$ cat config.mk
export PLATFORM = sky130hd
export DESIGN_NAME = sar_conv_seq
export DESIGN_NICKNAME = d
export VERILOG_FILES = /design/src/rtl/sar_seq_pkg.sv /design/src/rtl/sar_tick_gen.sv /design/src/rtl/sar_bit_engine.sv /design/src/rtl/sar_conv_seq.sv
export SDC_FILE = /design/constraint.sdc
export NUM_CORES = 1
export LEC_CHECK = 0
export BUFFER_PORTS_ARGS = -buffer_cell sky130_fd_sc_hd__buf_2
export CORE_UTILIZATION = 58
export DETAILED_ROUTE_END_ITERATION = 7
export PLACE_DENSITY = 0.8
export SYNTH_ARGS = -nofsm -noshare
export SYNTH_HDL_FRONTEND = slang
export SYNTH_SLANG_ARGS = --single-unit
$ cat constraint.sdc
create_clock -name clk -period 2.8 [get_ports clk]
set_input_delay 0.28 -clock clk [delete_from_list [all_inputs] [get_ports clk]]
set_output_delay 0.28 -clock clk [all_outputs]
set_load 0.02 [all_outputs]
$ cat src/rtl/sar_seq_pkg.sv
package sar_seq_pkg;
  typedef enum logic [1:0] {
    ST_IDLE = 2'd0,
    ST_HOLD = 2'd1,
    ST_CONV = 2'd2
  } seq_state_t;
endpackage

$ cat src/rtl/sar_tick_gen.sv
// Produces one-cycle conversion period strobes from either a divided
// system clock or the separate oscillator enable.
module sar_tick_gen #(
  parameter int SEL_W   = 3,
  parameter int MAX_SEL = 5
) (
  input  logic             clk,
  input  logic             rst,
  input  logic             run,
  input  logic             rc_mode,
  input  logic [SEL_W-1:0] div_sel,
  input  logic             rc_tick,
  output logic             tick
);
  localparam int CNT_W = MAX_SEL + 2;

  logic [SEL_W-1:0] sel_eff;
  logic [CNT_W-1:0] limit;
  logic [CNT_W-1:0] cnt;
  logic             div_hit;

  always_comb begin
    sel_eff = (div_sel > SEL_W'(MAX_SEL)) ? SEL_W'(MAX_SEL) : div_sel;
    limit   = (CNT_W'(2) << sel_eff) - CNT_W'(1);
    div_hit = (cnt >= limit);
    tick    = run && (rc_mode ? rc_tick : div_hit);
  end

  always_ff @(posedge clk) begin
    if (rst || !run || rc_mode) begin
      cnt <= '0;
    end else if (div_hit) begin
      cnt <= '0;
    end else begin
      cnt <= cnt + CNT_W'(1);
    end
  end
endmodule

$ cat src/rtl/sar_bit_engine.sv
// Successive-approximation register: one setup period, then one bit per
// period from the top bit down.
module sar_bit_engine #(
  parameter int NBITS = 10
) (
  input  logic             clk,
  input  logic             rst,
  input  logic             clear,
  input  logic             tick,
  input  logic             cmp_in,
  output logic [NBITS-1:0] dac_code,
  output logic [NBITS-1:0] final_code,
  output logic             last
);
  localparam int PHW = $clog2(NBITS + 2);

  logic [PHW-1:0]   phase;
  logic [NBITS-1:0] sar;
  logic [NBITS-1:0] next_sar;
  int               bidx;

  always_comb begin
    bidx     = NBITS - int'(phase);
    next_sar = sar;
    if (phase == '0) begin
      next_sar = {1'b1, {(NBITS-1){1'b0}}};
    end else begin
      for (int i = 0; i < NBITS; i++) begin
        if (i == bidx)     next_sar[i] = cmp_in;
        if (i + 1 == bidx) next_sar[i] = 1'b1;
      end
    end
    last       = tick && (phase == PHW'(NBITS));
    final_code = next_sar;
    dac_code   = sar;
  end

  always_ff @(posedge clk) begin
    if (rst || clear) begin
      phase <= '0;
      sar   <= '0;
    end else if (tick) begin
      sar   <= next_sar;
      phase <= phase + PHW'(1);
    end
  end
endmodule

$ cat src/rtl/sar_conv_seq.sv
module sar_conv_seq #(
  parameter int NBITS    = 10,
  parameter int SEL_W    = 3,
  parameter int MAX_SEL  = 5,
  parameter int TCY_CLKS = 4
) (
  input  logic             clk,
  input  logic             rst,
  input  logic             go_set,
  input  logic             go_clr,
  input  logic             flag_clr,
  input  logic             use_rc,
  input  logic [SEL_W-1:0] div_sel,
  input  logic             rc_tick,
  input  logic             cmp_in,
  output logic             busy,
  output logic             sample_on,
  output logic [NBITS-1:0] dac_code,
  output logic [NBITS-1:0] result,
  output logic             done_flag
);
  import sar_seq_pkg::*;

  localparam int WAIT_W = $clog2(TCY_CLKS + 1);

  seq_state_t       state;
  logic [WAIT_W-1:0] wait_cnt;
  logic             mode_q;
  logic             start, abort, finish, run, tick;
  logic [NBITS-1:0] final_code;

  assign start = (state == ST_IDLE) && go_set && !go_clr;
  assign abort = (state != ST_IDLE) && go_clr;
  assign run   = (state == ST_CONV);

  sar_tick_gen #(.SEL_W(SEL_W), .MAX_SEL(MAX_SEL)) u_tick (
    .clk     (clk),
    .rst     (rst),
    .run     (run),
    .rc_mode (mode_q),
    .div_sel (div_sel),
    .rc_tick (rc_tick),
    .tick    (tick)
  );

  sar_bit_engine #(.NBITS(NBITS)) u_eng (
    .clk        (clk),
    .rst        (rst),
    .clear      (!run),
    .tick       (tick),
    .cmp_in     (cmp_in),
    .dac_code   (dac_code),
    .final_code (final_code),
    .last       (finish)
  );

  always_ff @(posedge clk) begin
    if (rst) begin
      state     <= ST_IDLE;
      wait_cnt  <= '0;
      mode_q    <= 1'b0;
      busy      <= 1'b0;
      sample_on <= 1'b1;
      result    <= '0;
    end else begin
      unique case (state)
        ST_IDLE: begin
          if (start) begin
            mode_q    <= use_rc;
            wait_cnt  <= '0;
            busy      <= 1'b1;
            sample_on <= 1'b0;
            state     <= use_rc ? ST_HOLD : ST_CONV;
          end
        end
        ST_HOLD: begin
          if (abort) begin
            state     <= ST_IDLE;
            busy      <= 1'b0;
            sample_on <= 1'b1;
          end else if (wait_cnt == WAIT_W'(TCY_CLKS - 1)) begin
            state <= ST_CONV;
          end else begin
            wait_cnt <= wait_cnt + WAIT_W'(1);
          end
        end
        ST_CONV: begin
          if (abort || finish) begin
            state     <= ST_IDLE;
            busy      <= 1'b0;
            sample_on <= 1'b1;
          end
          if (finish && !abort) result <= final_code;
        end
        default: state <= ST_IDLE;
      endcase
    end
  end

  always_ff @(posedge clk) begin
    if (rst) begin
      done_flag <= 1'b0;
    end else if (run && finish && !abort) begin
      done_flag <= 1'b1;
    end else if (flag_clr) begin
      done_flag <= 1'b0;
    end
  end
endmodule

==> After elaboration in Yosys (flattened, before gate mapping) <==
Cells that the tools add are included.
{ "word_totals": {"regBits": 40, "input_bits": 11, "output_inout_bits": 23, "wordCells": 108} }
{ "classes": {"addsub": 5, "n_lt_le_gt_ge": 2, "eq_ne": 20, "shifts": 1, "n_mux": 43, "reduce_logical": 27} }
{ "ops": {"columns": ["op", "count"], "rows": [
  ["4-bit by 32-bit == test with 1-bit output, first input constant", 4],
  ["5-bit by 32-bit == test with 1-bit output, first input constant", 3],
  ["3-bit by 32-bit == test with 1-bit output, first input constant", 2],
  ["2-bit by 32-bit == test with 1-bit output, first input constant", 1],
  ["32-bit zero test", 1],
  ["1-bit two-way mux", 29],
  ["3-bit two-way mux", 4],
  ["10-bit two-way mux", 1],
  ["2-bit two-way mux", 5],
  ["1-bit logical AND", 8],
  ["2-bit inequality test, second input constant", 4],
  ["4-bit AND reduction", 2],
  ["7-bit by 1-bit adder with 7-bit output, second input constant", 1],
  ["7-bit greater-or-equal comparator", 1],
  ["2-bit by 3-bit left shift with 7-bit output, first input constant", 1],
  ["7-bit by 2-bit subtractor with 7-bit output, second input constant", 1],
  ["1-bit one-hot mux with 3 select lines", 2],
  ["2-bit one-hot mux with 3 select lines", 1],
  ["3-bit one-hot mux with 2 select lines", 1],
  ["2-bit nonzero test", 3],
  ["4-bit by 4-bit subtractor with 5-bit output, first input constant", 1],
  ["4-bit by 1-bit adder with 4-bit output, second input constant", 1],
  ["4-bit == test, second input constant", 1],
  ["4-bit zero test", 1],
  ["other kinds (14)", 19]
]} }

==> Longest topological paths before layout <==
{ "logic_depth": {"ltp_word": 11, "ltp_mapped": 9, "ltp_nobuf": 7} }

==> Cells and area by module <==
A second synthesis with hierarchy kept.
{ "hier_totals": {"cells_unflattened": 292, "hier_area_um2": 2499.9} }
{ "by_module_without_submodules": {"columns": ["mod", "instances", "cells_each", "area_each_um2", "seq_area_each_um2"], "rows": [
  ["sar_bit_engine", 1, 143, 1122.3, 280.3],
  ["sar_conv_seq", 1, 94, 882.1, 380.4],
  ["sar_tick_gen", 1, 55, 495.5, 140.1]
]} }

==> Worst setup path after synthesis <==
No wires, ideal clock.
{ "synth_path": {"path_kind": "register -> register", "from": "register u_eng.phase[0]", "to": "register result[9]", "setup_ns": 0.129, "t_arrival_ns": 1.858, "required_time_ns": 2.671, "setup_slack_ns": 0.813, "path_stages_with_launch": 8, "path_buffers": 0, "period_less_slack_ns": 1.987, "cell_sequence": "dfxtp_1 > inv_1 > ha_1 > or3b_1 > and4bb_1 > o21ai_1 > nor3_1 > nor3_1"} }
{ "synth_between": {"elab_chain_cells": 5, "word_cells_on_any_way": 11, "classes_between": "add/sub: 1; eq/ne: 3; mux: 3; reduce/logical: 4"} }
{ "synth_lines": {"columns": ["item", "line", "text"], "rows": [
  ["start, declared", "sar_bit_engine.sv:17", "logic [PHW-1:0] phase;"],
  ["start signal, assigned", "sar_bit_engine.sv:44", "phase <= phase + PHW'(1);"],
  ["4-bit by 4-bit subtractor with 5-bit output", "sar_bit_engine.sv:23", "bidx = NBITS - int'(phase);"],
  ["5-bit by 32-bit == test with 1-bit output", "sar_bit_engine.sv:29", "if (i == bidx) next_sar[i] = cmp_in;"],
  ["1-bit two-way mux", "sar_bit_engine.sv:29", null],
  ["1-bit two-way mux", "sar_bit_engine.sv:30", "if (i + 1 == bidx) next_sar[i] = 1'b1;"],
  ["10-bit two-way mux", "sar_bit_engine.sv:25", "if (phase == '0) begin"],
  ["end signal, assigned", "sar_conv_seq.sv:93", "if (finish && !abort) result <= final_code;"],
  ["end, declared", "sar_conv_seq.sv:19", "output logic [NBITS-1:0] result,"]
]} }
Parallel ways exist; a longest one is shown, timed or not.
A chain may end at the register's enable or synchronous reset.

==> Worst setup path after layout <==
Ends and elaborated chain as after synthesis.

==> results.md <==
* Ys async rst share at 0%
* # DRC at 0
* Cts bufs inserted at 5
* Multi-input logic area at 1610 sq um
* Clk Latency, worst-skew pair at 0.31 ns
* DRT antenna net count at 0
* Pin count of the biggest net entering global routing at 18
* PD cells at 508 nW/um^2
* Final Max Slew Viols at 0
* Fill count at 361
* Top-level I/O count at 34
* Total GRT Usage at 27.4%
* Final Non-Filler Cells at 374
* Number of flops mapped to enable cells by yosys at 0
* Number of placement rows at 23
* Status: complete, no violations
* Routed WL at 5.80 mm
* Flops & latches, synth at 40
* Layout cells sized above 1 at 20.1%
* Fmax at 436 MHz
* # diodes at 0
* Clk slew on worst S/H paths at 0.08 ns
* Vias in the first global route at 2,076
* Sink Count at 40
* TritonCTS clock tree: built
* Sequential area share after synthesis at 31.4%
* Avg Inst Size Synth at 8.61 sq um
* Critical Path Source Type: flop
* TNS Setup at 0 ns
* CP Data Required Time at 2.99 ns
* R2R Setup Slk at 0.51 ns
* Pre-CTS WS at 0.538 ns
* Fin crit share at 81.9%
* Total number of yosys warnings at 0
* Leakage power at 1.16 nW
* First-pass GRT wire length at 9.41 mm
* Via count at 2,291
* FF/Latch Area at 801 sq um
* Area contributors post-synth: dfxtp_1, ha_1, a21oi_1
* Post-CTS sizing at 0
* Post-synth top area cell: dfxtp_1
* Final Cell Area at 2810 sq um
* Die Y-Extent at 68.3 um
* Synth-to-Final Area Change at 10.2%
* CP Capture Type: flop
* Mapped Nets at 326
* Die width at 68.3 um
* WL/cell at 15.5 um
* CTS root buffer: clkbuf_8
* Top FF cell, synth: dfxtp_1
* Initial antenna violation count at 0
* Setup ws final at 0.506 ns
* Hold Path Stages at 3
* DP Wirelength at 4.24 mm
* Yosys cell types at 70
* Postcts setup bufs at 0
* FF-to-FF path depth at 7
* Die area at 4670 sq um
* First-iteration detailed-routing DRC count at 139
* Hold WC Path Type: in2reg
* Port Buf Inserts at 33
* Util after Layout at 68.3%
* CP Class: reg2reg
* Final net count at 353
* CP arrival at 2.48 ns
* First-pass DRT Iterations at 4
* Cells after synthesis at 296
* Final hold vios at 0
* Slew headroom at 60.1%
* CTS Hold Bufs at 0
* Initial cell density of the core at 62.0%
* Overall Power at 1.43 mW
* RSZ-0062 raised after global routing: no
* Fin crit period at 2.29 ns
* Gr ovfl total at 0
* VDD IR max at 0.352 mV
* Max FO, Critical Path at 9
* Final setup fails at 0
* Inst Count DP at 366
* Core Area at 4120 sq um
* Worst-Margin Slew at 0.597 ns
* WHS at 0.243 ns
* Synth top area share at 31.4%
* Area after DPL at 2690 sq um
* CTS Buffer Depth at 2
* Vias per cell at 6.13
* Htree depth at 2
* Post-Syn Area at 2550 sq um
* Placer congestion estimate at 0.867
* Final Skew at 0.00886 ns
* Max-cap violations at 0
[layer usage]
metal	global-route usage, %	part of all wire, %
met1	32.9	44
met2	46.8	48
met3	6.33	5.7
met4	10.4	2.0
met5	0	0
[kinds of logic after synthesis]
logic type	Yosys count	synth area share, %
flip-flops	40	31.4
AO/OA/AOI/OAI	86	25.8
buffers and inverters	26	5.45
multiplexers	4	1.77
XOR/XNOR	6	2.06
AND/OR/NAND/NOR	114	24.0
other	1	0.147
adder cells (fa/ha/maj)	19	9.32
[cell type report]
cell class,count,area share (%)
sequential,40,28.5
clock buffer,6,2.94
multi-input combinational,230,57.3
tap,50,2.23
inverter,13,1.74
clock inverter,2,1.38
timing repair buffer,33,5.88
[flip-flops by register name, indices dropped and copies added (netlist names)]
signal and flops:
sample_on 1, wait_cnt 3, result 10, state 2, u_eng.phase 4, done_flag 1, u_eng.dac_code 10, mode_q 1
busy 1, u_tick.cnt 7
[synthesized netlist by cell type (all sizes together) (2+ instances only)]
library cell / n
mux2i: 3
clkbuf: 4
xor2: 2
dfxtp: 40
or3b: 3
or3: 2
nand2: 24
a211oi: 6
nor2b: 6
o21ai: 20
a211o: 2
nand3: 14
nand4b: 2
inv: 13
nand3b: 4
buf: 9
and2: 3
ha: 19
nor2: 31
o211a: 2
xnor2: 4
o221ai: 3
o22ai: 5
a31oi: 3
a21oi: 28
nand2b: 6
nor3: 9
nand4: 3
o211ai: 3
or2: 2
[report_power, final]
group          internal, mW  switching, mW
sequential            0.595         0.0165
clock                 0.292          0.216
combinational         0.120          0.188
total                  1.01          0.421
[cells in the final DEF (no fill, tap or decap), types with 9 or more instances in the layout]
master | netlist | final
nor2_1 | 30 | 30
dfxtp_1 | 40 | 40
a21oi_1 | 26 | 26
inv_1 | 12 | 12
ha_1 | 19 | 19
buf_2 | 5 | 33
nand2_1 | 23 | 23
o21ai_0 | 12 | 12
nand3_1 | 14 | 14
nor3_1 | 9 | 9
[final timing paths]
| kind | start | end |
|---|---|---|
| worst max-delay path | u_eng.phase[0] | result[9] |
| worst min-delay path | use_rc | mode_q |
| worst max register to register | u_eng.phase[0] | result[9] |
| worst min register to register | u_tick.cnt[0] | u_tick.cnt[0] |
[worst max-delay path: stages (launching register included)]
cell      delay, ns
dfxtp_1        0.57
inv_1          0.15
ha_1           0.31
or3b_1         0.46
and4bb_1       0.29
o21ai_1        0.09
nor3_1         0.25
nor3_1         0.06
Note: power is estimated with default switching activity, not from simulation.
